$ cat src/rtl/ahb_xfer_monitor.sv
module ahb_xfer_monitor #(
  parameter int AW = 32,
  parameter int DW = 32,
  parameter int WW = 8
) (
  input  logic          hclk,
  input  logic          hresetn,
  input  logic [AW-1:0] haddr,
  input  logic [1:0]    htrans,
  input  logic          hwrite,
  input  logic [2:0]    hsize,
  input  logic [2:0]    hburst,
  input  logic [DW-1:0] hwdata,
  input  logic [DW-1:0] hrdata,
  input  logic          hready,
  input  logic          hresp,
  output logic          rec_valid,
  output logic [AW-1:0] rec_addr,
  output logic          rec_write,
  output logic [2:0]    rec_size,
  output logic [2:0]    rec_burst,
  output logic [1:0]    rec_trans,
  output logic [DW-1:0] rec_data,
  output logic          rec_err,
  output logic [WW-1:0] rec_waits
);
  localparam logic [WW-1:0] WMAX = '1;

  logic          pend;
  logic [AW-1:0] p_addr;
  logic          p_write;
  logic [2:0]    p_size;
  logic [2:0]    p_burst;
  logic [1:0]    p_trans;
  logic [WW-1:0] waits;

  wire active = htrans[1];

  always_ff @(posedge hclk or negedge hresetn) begin
    if (!hresetn) begin
      pend    <= 1'b0;
      p_addr  <= '0;
      p_write <= 1'b0;
      p_size  <= '0;
      p_burst <= '0;
      p_trans <= '0;
      waits   <= '0;
    end else if (hready) begin
      pend  <= active;
      waits <= '0;
      if (active) begin
        p_addr  <= haddr;
        p_write <= hwrite;
        p_size  <= hsize;
        p_burst <= hburst;
        p_trans <= htrans;
      end
    end else if (pend && waits != WMAX) begin
      waits <= waits + 1'b1;
    end
  end

  assign rec_valid = pend & hready;
  assign rec_addr  = p_addr;
  assign rec_write = p_write;
  assign rec_size  = p_size;
  assign rec_burst = p_burst;
  assign rec_trans = p_trans;
  assign rec_data  = p_write ? hwdata : hrdata;
  assign rec_err   = pend & hready & hresp;
  assign rec_waits = waits;
endmodule


$ cat config.mk
export PLATFORM = sky130hd
export DESIGN_NAME = ahb_xfer_monitor
export DESIGN_NICKNAME = d
export VERILOG_FILES = /design/src/rtl/ahb_xfer_monitor.sv
export SDC_FILE = /design/constraint.sdc
export NUM_CORES = 1
export LEC_CHECK = 0
export CAP_MARGIN = 10
export CORE_AREA = 2 2 74 76
export CTS_CLUSTER_DIAMETER = 60
export CTS_CLUSTER_SIZE = 12
export DETAILED_ROUTE_END_ITERATION = 12
export DIE_AREA = 0 0 76 78
export DONT_BUFFER_PORTS = 1
export SLEW_MARGIN = 20
export SYNTH_ARGS = -nofsm -noshare
export SYNTH_HDL_FRONTEND = slang
export SYNTH_SLANG_ARGS = --single-unit
export TNS_END_PERCENT = 100
$ cat constraint.sdc
create_clock -name hclk -period 2 [get_ports hclk]
set_clock_uncertainty 0.15 [all_clocks]
set_input_delay 0.5 -clock hclk [delete_from_list [all_inputs] [get_ports hclk]]
set_output_delay 0.5 -clock hclk [all_outputs]
set_load 0.005 [all_outputs]
==> metrics.cfg <==
[run_status]
status = finished, final reports clean

[floorplan]
die_h_um = 78
dieWidth_um = 76
core.rowCount = 26
core_area_um2 = 5040
ios = 192
dieArea_um2 = 5930
start_util_pct = 47.9

[placement]
placed_area_um2 = 2490
numPortBuffers = 0
gp_congestion = 0.909
hpwlAfterDp_mm = 5.30

[timing]
rsz0062_at_grt = false
hold_violations = 0
period_minus_slack_ns = 1.94
period_share_pct = 97.2
max_slew_margin_pct = 79.5
hold_slack_ns = 0.113
clock.fmax_ghz = 0.515
tightest_slew_ns = 0.307
drv_slew = 0
tns_ns = 0
setup_viol = 0

[finish]
fillers = 440
layout.nets = 285
drive_gt1_share_pct = 51.4
areaGrowthSynthToFinish_pct = 8.02
diodes = 0
stdcell_area_um2 = 2610
seq_area_um2 = 1250
multi_input_area_um2 = 1110

[worst_setup_path]
critPathKind = reg -> out
crit_chain = buf_12 > mux2_2
critPathArrivalTime_ns = 1.29
startpoint = rec_write
cpMaxStageDelayCell = mux2_2
cp-end-kind = primary output
cp_max_fo = 34
timing.rr.start = rec_waits[0]
start_kind = register
critPathMaxStageDelay_ns = 0.41
crit_required_ns = 1.35

[global_routing]
antenna_found_initial = 0
grt-ovfl-total = 0
grt_pass1_vias = 1588
grt_use_total_pct = 22.1
grt_pass1_wl_mm = 9.64
grt_max_degree = 51

[clocking]
cts_root_buf = clkbuf_8
clk_latency_ns = 0.29
clock-sinks = 50
cts_tree = done
cts_htree_levels = 2
clock_path_buffers = 2
post_cts_buffers = 0
path_clk_slew_ns = 0.09
cts_buffers = 5

[detailed_routing]
vias = 1475
drtAntennaViolNets = 0
dr.pass1.iters = 4
wl_per_cell_um = 26.8
viasPerCell = 6.02
first_iter_violations = 59
post-route-drc-count = 0
wirelength_mm = 6.57

[logic_synthesis]
async_flop_share_pct = 100
synth.area.top_cells = dfrtp_1 (52%), mux2_2 (34%), mux2_4 (1.9%)
syn_area_um2 = 2420
synth-seq-area-share_pct = 51.8
synth_cell_types = 30
synth_commonest_cells = mux2_2 (72), dfrtp_1 (50), buf_2 (7)
yosys.area.top_type = dfrtp_1
synth_edf_count = 0
ys_ff_latch = 50
syn_nets = 284
yosysWarningCount = 0
synth_top_area_share_pct = 51.8
synth_most_common_cell = mux2_2
syn_avg_cell_area_um2 = 13.9
syn_inst = 174
synth_ff_type = dfrtp_1

[pwr]
p_per_area_nw_per_um2 = 847
peakVddDrop_mv = 0.525
power_leakage_nw = 1.08

[hold_path]
min_from = hready
hold_class = in -> reg

[flow_run]
drv_cap = 0

-- logic make-up (layout without fill, tap and decap cells) --
logic type | count (synthesis) | count (layout) | synth area share (%)
flops | 50 | 50 | 51.8
compound gates | 12 | 12 | 3.62
fa+ha+maj | 1 | 1 | 0.518
simple gates | 24 | 24 | 5.90
mux | 76 | 76 | 35.8
buf+inv | 11 | 12 | 2.38
-- placed cells by master, fill, tap and decap left out, types with 2 or more instances in the layout --
cell type,instances
a21oi_1,4
a21oi_2,2
and3_1,2
and4_1,2
buf_12,2
clkbuf_8,5
dfrtp_1,50
mux2_2,72
mux2_4,3
nand2b_1,3
nand3_1,2
nor2_1,3
nor2b_1,3
nor3_1,3
-- layout make-up --
class / instances / share of cell area (%)
tap: 70 / 3.35
clock inverter: 2 / 0.527
clock buffer: 5 / 2.64
timing repair buffer: 4 / 2.97
multi-input combinational: 113 / 42.5
sequential: 50 / 47.9
inverter: 1 / 0.144
-- critical path, delay by kind of cell (launching register included) --
family                 cells  cell delay (ns)
buffers and inverters      1             0.21
flip-flops                 1             0.38
multiplexers               1             0.41
-- repair_timing --
item                      in CTS  in global routing
resized for setup              0                  0
hold endpoints to repair      50                  0
hold buffers                   2                  0
-- worst paths after layout --
kind / endpoint / cells past startpoint / slack, ns
setup / recovery: rec_data[0] / 2 / 0.06
hold / removal: rec_waits[7] / 1 / 0.11
setup reg to reg: rec_waits[5] / 4 / 0.20
hold reg to reg: rec_trans[1] / 1 / 0.38
max in group asynchronous: rec_size[2] / 2 / 0.93
min in group asynchronous: rec_addr[8] / 2 / 0.55
-- flip-flops by register name (all words and copies together), names as in the netlist --
name and cells:
rec_waits 8, rec_burst 3, rec_addr 32, rec_write 1
rec_size 3, pend 1, rec_trans 2
-- stage by stage --
stage	util, %	setup WS (ns)	power [mW]	std cells
global placement	49.4	0.242	1.63	236
global route	51.8	0.00228	2.33	245
CTS	51.8	0.0442	2.25	245
detailed placement	49.4	0.222	1.65	236
finish	51.8	0.0566	2.21	245
floorplan	-	0.224	1.54	174
-- per-layer routing --
metal  vias up  GRT usage (%)  wire length, um
met2       110           37.7             3400
met4         0           12.7              348
met1       712           22.4             2120
met3        21           10.5              700
met5         -              0                0
li1        632              -                -
-- power by group --
part           total [mW]  leakage [nW]  switching, mW  internal [mW]
logic               0.401         0.430          0.178          0.224
clock network       0.560        0.0444          0.318          0.242
registers            1.25         0.601          0.113           1.14
Power figures use the tool's default switching activity.
